<file path="src/rtl/hexenc_pkg.sv">
package hexenc_pkg;

  typedef enum logic [1:0] {
    ENC_IDLE   = 2'd0,
    ENC_LAUNCH = 2'd1,
    ENC_WAIT   = 2'd2
  } enc_state_e;

  localparam logic [7:0] FRAME_LEAD = 8'h44;
  localparam logic [7:0] FRAME_CR   = 8'h0D;
  localparam logic [7:0] FRAME_LF   = 8'h0A;

  // Nibble to uppercase ASCII hex character.
  function automatic logic [7:0] nib_to_char(input logic [3:0] n);
    logic [7:0] r;
    if (n < 4'd10) r = 8'h30 + {4'd0, n};
    else           r = 8'h37 + {4'd0, n};
    return r;
  endfunction

endpackage

</file>
<file path="src/rtl/hexenc_capture.sv">
module hexenc_capture #(
  parameter int DATA_W = 16
) (
  input  logic              clk,
  input  logic              rst_n,
  input  logic              load,
  input  logic [DATA_W-1:0] word_in,
  output logic [DATA_W-1:0] word_q
);

  always_ff @(posedge clk or negedge rst_n) begin
    if (!rst_n)    word_q <= '0;
    else if (load) word_q <= word_in;
  end

endmodule

</file>
<file path="src/rtl/hexenc_seq.sv">
module hexenc_seq
  import hexenc_pkg::*;
#(
  parameter int FRAME_LEN = 7,
  localparam int IDX_W    = $clog2(FRAME_LEN)
) (
  input  logic             clk,
  input  logic             rst_n,
  input  logic             accept,
  input  logic             tx_done,
  output logic             busy,
  output logic             launch,
  output logic [IDX_W-1:0] idx
);

  localparam logic [IDX_W-1:0] LAST_IDX = IDX_W'(FRAME_LEN - 1);

  enc_state_e state;

  always_ff @(posedge clk or negedge rst_n) begin
    if (!rst_n) begin
      state <= ENC_IDLE;
      idx   <= '0;
    end else begin
      case (state)
        ENC_IDLE: begin
          if (accept) begin
            state <= ENC_LAUNCH;
            idx   <= '0;
          end
        end
        ENC_LAUNCH: state <= ENC_WAIT;
        ENC_WAIT: begin
          if (tx_done) begin
            if (idx == LAST_IDX) begin
              state <= ENC_IDLE;
            end else begin
              idx   <= idx + 1'b1;
              state <= ENC_LAUNCH;
            end
          end
        end
        default: state <= ENC_IDLE;
      endcase
    end
  end

  assign busy   = (state != ENC_IDLE);
  assign launch = (state == ENC_LAUNCH);

endmodule

</file>
<file path="src/rtl/hexenc_byte_mux.sv">
module hexenc_byte_mux
  import hexenc_pkg::*;
#(
  parameter int DATA_W    = 16,
  localparam int NIB      = DATA_W / 4,
  localparam int FRAME_LEN = NIB + 3,
  localparam int IDX_W    = $clog2(FRAME_LEN)
) (
  input  logic [DATA_W-1:0] word,
  input  logic [IDX_W-1:0]  idx,
  output logic [7:0]        byte_o
);

  logic [7:0] chars [NIB];

  for (genvar gi = 0; gi < NIB; gi++) begin : g_char
    assign chars[gi] = nib_to_char(word[DATA_W-1-4*gi -: 4]);
  end

  always_comb begin
    byte_o = FRAME_LF;
    if (idx == '0) byte_o = FRAME_LEAD;
    for (int k = 0; k < NIB; k++) begin
      if (idx == IDX_W'(k + 1)) byte_o = chars[k];
    end
    if (idx == IDX_W'(NIB + 1)) byte_o = FRAME_CR;
  end

endmodule

</file>
<file path="src/rtl/hex_frame_encoder.sv">
module hex_frame_encoder #(
  parameter int DATA_W = 16
) (
  input  logic              clk,
  input  logic              rst_n,
  input  logic              in_valid,
  output logic              in_ready,
  input  logic [DATA_W-1:0] in_word,
  output logic [7:0]        tx_byte,
  output logic              tx_start,
  input  logic              tx_done,
  output logic              busy
);

  localparam int NIB       = DATA_W / 4;
  localparam int FRAME_LEN = NIB + 3;
  localparam int IDX_W     = $clog2(FRAME_LEN);

  logic              accept;
  logic [DATA_W-1:0] word_q;
  logic [IDX_W-1:0]  idx;

  assign in_ready = ~busy;
  assign accept   = in_valid & in_ready;

  hexenc_capture #(.DATA_W(DATA_W)) u_capture (
    .clk    (clk),
    .rst_n  (rst_n),
    .load   (accept),
    .word_in(in_word),
    .word_q (word_q)
  );

  hexenc_seq #(.FRAME_LEN(FRAME_LEN)) u_seq (
    .clk    (clk),
    .rst_n  (rst_n),
    .accept (accept),
    .tx_done(tx_done),
    .busy   (busy),
    .launch (tx_start),
    .idx    (idx)
  );

  hexenc_byte_mux #(.DATA_W(DATA_W)) u_mux (
    .word  (word_q),
    .idx   (idx),
    .byte_o(tx_byte)
  );

endmodule

</file>
<file path="config.mk">
export PLATFORM = sky130hd
export DESIGN_NAME = hex_frame_encoder
export DESIGN_NICKNAME = d
export VERILOG_FILES = /design/src/rtl/hexenc_pkg.sv /design/src/rtl/hexenc_capture.sv /design/src/rtl/hexenc_seq.sv /design/src/rtl/hexenc_byte_mux.sv /design/src/rtl/hex_frame_encoder.sv
export SDC_FILE = /design/constraint.sdc
export NUM_CORES = 1
export LEC_CHECK = 0
export BUFFER_PORTS_ARGS = -buffer_cell sky130_fd_sc_hd__buf_4
export CAP_MARGIN = 0
export CORE_UTILIZATION = 50
export DETAILED_ROUTE_END_ITERATION = 8
export PLACE_DENSITY_LB_ADDON = 0.3
export RECOVER_POWER = 100
export REMOVE_ABC_BUFFERS = 1
export SETUP_SLACK_MARGIN = 0.2
export SLEW_MARGIN = 20
export SYNTH_ARGS = -nofsm -noshare
export SYNTH_HDL_FRONTEND = slang
export SYNTH_SLANG_ARGS = --single-unit
</file>
<file path="constraint.sdc">
create_clock -name clk -period 2.1 [get_ports clk]
set_clock_uncertainty 0.1 [all_clocks]
set_input_delay 0.105 -clock clk [delete_from_list [all_inputs] [get_ports clk]]
set_output_delay 0.105 -clock clk [all_outputs]
set_load 0.05 [all_outputs]
</file>
# After elaboration in Yosys (flattened, before gate mapping)

Index checks and enable logic that the tools add are counted.

Register bits after elaboration: 21
Bits in latches: 0
Bits in writable memories: 0
Memory bits (read-only): 0
Bits of input ports: 20
Output and inout bits: 11
Word-level logic and storage cells: 53
Memories kept: 0

Add/subtract/negate cells: 9
Multipliers: 0
Div/mod/pow operators: 0
Magnitude comparators: 4
Eq/ne operators: 11
Shift-type cells: 0
Multiplexer cells: 18
Bitwise gates (word level): 2
Reductions and logical operators: 6

Operator list:

| cell                                                             | count |
|---|---|
| 8-bit 2-to-1 mux                                                 | 9 |
| 6-bit by 4-bit adder with 7-bit output (first input constant)    | 8 |
| 4-bit less-than comparator (second input constant)               | 4 |
| 3-bit == test (second input constant)                            | 3 |
| 3-bit 2-to-1 mux                                                 | 3 |
| 7-bit 2-to-1 mux                                                 | 1 |
| 3-bit by 2-bit == test with 1-bit output (second input constant) | 2 |
| 2-bit != test (second input constant)                            | 3 |
| 2-bit one-hot mux with 3 select lines                            | 1 |
| 3-bit one-hot mux with 2 select lines                            | 1 |
| 2-bit 2-to-1 mux                                                 | 2 |
| 4-bit AND reduction                                              | 1 |
| 2-bit nonzero test                                               | 2 |
| 3-bit by 1-bit adder with 3-bit output (second input constant)   | 1 |
| 3-bit by 1-bit == test with 1-bit output (second input constant) | 1 |
| 3-bit zero test                                                  | 1 |
| 2-bit by 1-bit == test with 1-bit output (second input constant) | 1 |
| 2-bit == test (second input constant)                            | 1 |
| 2-bit zero test                                                  | 1 |
| 2-bit AND reduction                                              | 1 |
| 1-bit AND                                                        | 1 |
| 1-bit 2-to-1 mux                                                 | 1 |
| 1-bit inverter                                                   | 1 |

# Depth between registers and ports, before layout

Depth after elaboration: 7
Depth in mapped cells: 8
Gate-level depth less buffers: 6

# Hierarchy

A second synthesis with hierarchy kept.

Cells, all modules: 164
Area total of the unflattened synthesis: 1515.2 sq um

Modules (own cells, without submodules):

| module            | instances | cells an instance | area an instance (sq um) | seq. area each (sq um) |
|---|---|---|---|---|
| hexenc_capture    | 1         | 34                | 649.4                    | 400.4 |
| hexenc_byte_mux   | 1         | 99                | 561.8                    | 0.0 |
| hexenc_seq        | 1         | 29                | 294.0                    | 125.1 |
| hex_frame_encoder | 1         | 2                 | 10.0                     | 0.0 |

# Least setup slack after synthesis

Ideal clock, no wire load.

Path type: register to output
Start: reg u_seq.idx[0]
End: out tx_byte[3]
Arrival: 2.092 ns
Required time: 1.895 ns
Setup slack: -0.197 ns
Cell stages (with the launch flop): 8
Path buffers: 1
Cells stage by stage: dfrtp_1 inv_1 ha_1 buf_2 nand2_1 o31a_1 a22o_1 a21oi_1

Word-level cells in the longest chain between the ends: 7
Elaborated cells on any way between the ends: 12
Those cells by class: eq/ne: 5; mux: 6; reduce/logical: 1

RTL lines:

| element                       | RTL line               | RTL |
|---|---|---|
| start, declared               | hexenc_seq.sv:13       | `output logic [IDX_W-1:0] idx` |
| start signal, assigned        | hexenc_seq.sv:38       | `idx <= idx + 1'b1;` |
| 3-bit zero test               | hexenc_byte_mux.sv:22  | `if (idx == '0) byte_o = FRAME_LEAD;` |
| 7-bit 2-to-1 mux              | hexenc_byte_mux.sv:22  |  |
| 8-bit 2-to-1 mux (4 in a row) | hexenc_byte_mux.sv:24  | `if (idx == IDX_W'(k + 1)) byte_o = chars[k];` |
| 8-bit 2-to-1 mux (*)          | hexenc_byte_mux.sv:26  | `if (idx == IDX_W'(NIB + 1)) byte_o = FRAME_CR;` |
| end, declared                 | hex_frame_encoder.sv:9 | `output logic [7:0] tx_byte,` |

Every way passes the cells marked *; elsewhere a longest branch is shown, timed or not.

# Worst setup path in the final report

Start: reg u_seq.idx[1]
End: out tx_byte[5]

Word-level cells in the longest chain between the ends: 6
Elaborated cells on any way between the ends: 10
Those cells by class: eq/ne: 5; mux: 5

RTL lines:

| element                                  | RTL line |
|---|---|
| 3-bit by 1-bit == test with 1-bit output | hexenc_byte_mux.sv:24 |
| 8-bit 2-to-1 mux (4 in a row)            | hexenc_byte_mux.sv:24 |
| 8-bit 2-to-1 mux (*)                     | hexenc_byte_mux.sv:26 |

Marked as above.

==> impl_metrics.env <==
export IMPL_cts_sinks=21
export IMPL_postSynthAreaPerCell_sq_um=8.67
export IMPL_netlist_instances=183
export IMPL_synth_flop_cell="dfrtp_1"
export IMPL_grt_pass1_wl_mm=6.68
export IMPL_crit_path_top_delay_cell="dfrtp_1"
export IMPL_hold_class="input pin to asynchronous set/reset pin"
export IMPL_ant_nets=0
export IMPL_cts_buffer_depth=2
export IMPL_dieWidth_microns=58.3
export IMPL_die_h_microns=58.3
export IMPL_synthToLayoutAreaGrowth_pct=42.9
export IMPL_status="finished with violations"
export IMPL_tritoncts="yes"
export IMPL_synth_seq_cells=21
export IMPL_startpoint_type="flip-flop"
export IMPL_post_synth_top_count_cell="nand2_1"
export IMPL_core_area_sq_um=3030
export IMPL_overflow=0
export IMPL_port_buffers=29
export IMPL_cp_max_fo=6
export IMPL_drt_iter0_markers=46
export IMPL_yosys_top_cells_area="dfrtp_1 33%, ha_1 7.1%, o21ai_0 6.3%"
export IMPL_synth_edff_count=0
export IMPL_synth_area_sq_um=1590
export IMPL_setup_slack_ps=-134
export IMPL_grt_setup_unrepaired="true"
export IMPL_dp_cells=254
export IMPL_required_ps=1890
export IMPL_path_common_cell="buf_6"
export IMPL_place_ws_ps=23.1
export IMPL_hpwlAfterDp_mm=2.74
export IMPL_hold_slack_ps=433
export IMPL_die_area_sq_um=3400
export IMPL_grt_pass1_vias=1524
export IMPL_crit_chain="inv_2 > ha_4 > buf_6 > nor2b_1 > a22oi_1 > nor3_2 > a311o_1 > buf_6"
export IMPL_htree_num_levels=1
export IMPL_drc=1
export IMPL_drive_gt1_share_pct=31.7
export IMPL_nets=276
export IMPL_gp_congestion=0.948
export IMPL_initial_core_util_pct=52.4
export IMPL_layout_cells_non_filler=290
export IMPL_diodes=0
export IMPL_max_slew_margin_pct=21.3
export IMPL_rows=20
export IMPL_ys_async_sr_fraction_pct=100
export IMPL_drtPass1Iterations=6
export IMPL_antenna_found_initial=0
export IMPL_violations="DRC, setup timing"
export IMPL_numCtsBuffers=3
export IMPL_clkSlewWorstSetupHoldPaths_ps=120
export IMPL_root_buffer="clkbuf_4"
export IMPL_arrival_ps=2030
export IMPL_io_pins=31
export IMPL_grt_total_usage_pct=25.8
export IMPL_cp_top_family="compound AO/OA/AOI/OAI gates"
export IMPL_setup_violations=7
export IMPL_yosysTopAreaCellShare_pct=33.1
export IMPL_worst_pin_slew_ps=1180
export IMPL_synth_cell_types=47
export IMPL_min_period_over_period_pct=106
export IMPL_critPathMaxStageDelay_ps=450
export IMPL_wirelength_mm=4.27
export IMPL_route_vias_total=1584
export IMPL_slew_violations=0
export IMPL_vias_per_cell=5.46
export IMPL_period_needed_ps=2230
export IMPL_fmax_mhz=448
export IMPL_crit_buf_inv=3
export IMPL_synthTopCellsByCount="22 x nand2_1, 21 x dfrtp_1, 20 x o21ai_0"
export IMPL_yosysWarnings=0
export IMPL_synth_area_leader_cell="dfrtp_1"
export IMPL_wl_per_cell_microns=14.7
export IMPL_grt_max_degree=25
export IMPL_max_cap_viol_count=0
export IMPL_cp_end_kind="output pin"
export IMPL_fill_cells=236
export IMPL_yosysSeqAreaShare_pct=33.1
export IMPL_hold_violations=0
export IMPL_path_class="flip-flop to output pin"
export IMPL_clk_latency_ps=310
export IMPL_utilization_pct=74.9
[area by class of cell]
cell class	count	area [sq um]	share of cell area, %
clock buffer	4	26.3	1.16
inverter	16	62.6	2.76
multi-input combinational	136	1010	44.8
sequential	21	528	23.3
tap	44	55.1	2.43
timing repair buffer	69	581	25.6
[logic make-up (layout without fill, tap and decap cells)]
group	count (synthesis)	count (layout)	synth area share, %
multiplexers	9	9	7.26
AO/OA/AOI/OAI	60	60	24.3
XOR/XNOR	3	3	1.66
flip-flops	21	21	33.1
AND/OR/NAND/NOR	54	54	17.5
buffers and inverters	26	89	8.83
adder cells (fa/ha/maj)	9	9	7.10
other	1	1	0.236
[cell usage in the layout, fill, tap and decap left out, types with 3 or more instances in the layout]
master / n
nand2_1: 20
o21ai_0: 17
clkbuf_4: 4
ha_1: 4
o22ai_1: 4
inv_1: 12
and4b_1: 4
a21oi_1: 10
buf_4: 39
nor2b_1: 4
mux2_2: 4
mux2_1: 4
nand3_1: 6
dfrtp_1: 19
dlygate4sd3_1: 19
ha_4: 3
o21ai_1: 3
nor2_1: 6
xnor2_1: 3
a22o_1: 4
clkbuf_1: 4
buf_6: 7
[routing by layer]
layer  part of all wire [%]  global-route usage [%]
met1                     42                    32.5
met2                     52                    46.5
met3                    3.8                    1.98
met4                    1.7                    9.18
met5                      0                       0
[final timing paths]
kind | slack, ps | startpoint | depth (start not counted) | endpoint
worst max-delay path | -130 | u_seq.idx[1]$_DFFE_PN0P_ | 8 | tx_byte[5]
worst min-delay path | 430 | rst_n | 2 | u_capture.word_q[11]$_DFFE_PN0P_
worst max register to register | 210 | u_seq.state[1]$_DFFE_PN0P_ | 4 | u_capture.word_q[10]$_DFFE_PN0P_
worst min register to register | 430 | u_seq.state[0]$_DFFE_PN0P_ | 1 | u_seq.state[0]$_DFFE_PN0P_
max in group asynchronous | 690 | rst_n | 2 | u_capture.word_q[13]$_DFFE_PN0P_
min in group clk | 430 | u_seq.state[0]$_DFFE_PN0P_ | 1 | u_seq.state[0]$_DFFE_PN0P_
[timing repair]
| item | in CTS | in global routing |
|---|---|---|
| endpoints found under the hold margin | 39 | 0 |
| setup buffers | 13 | 0 |
| hold buffers | 19 | 0 |
| pin swaps | 4 | 4 |
| resized for setup | 25 | 16 |
| setup endpoints to repair | 7 | 10 |
[sequential cells by signal, indices dropped and copies added, names as in the netlist]
signal and cells:
u_seq.state 2, u_seq.idx 3, u_capture.word_q 16
[through the flow]
step | setup TNS (ps) | cell area, sq um
CTS | -348 | 2240
global placement | 0 | 1840
detailed placement | 0 | 1840
floorplan | -448 | 1510
finish | -610 | 2270
global route | -1070 | 2270
Power is left out: the tool's default activity adds up to more than one toggle a clock period on the data nets, which glitch-free logic cannot reach.
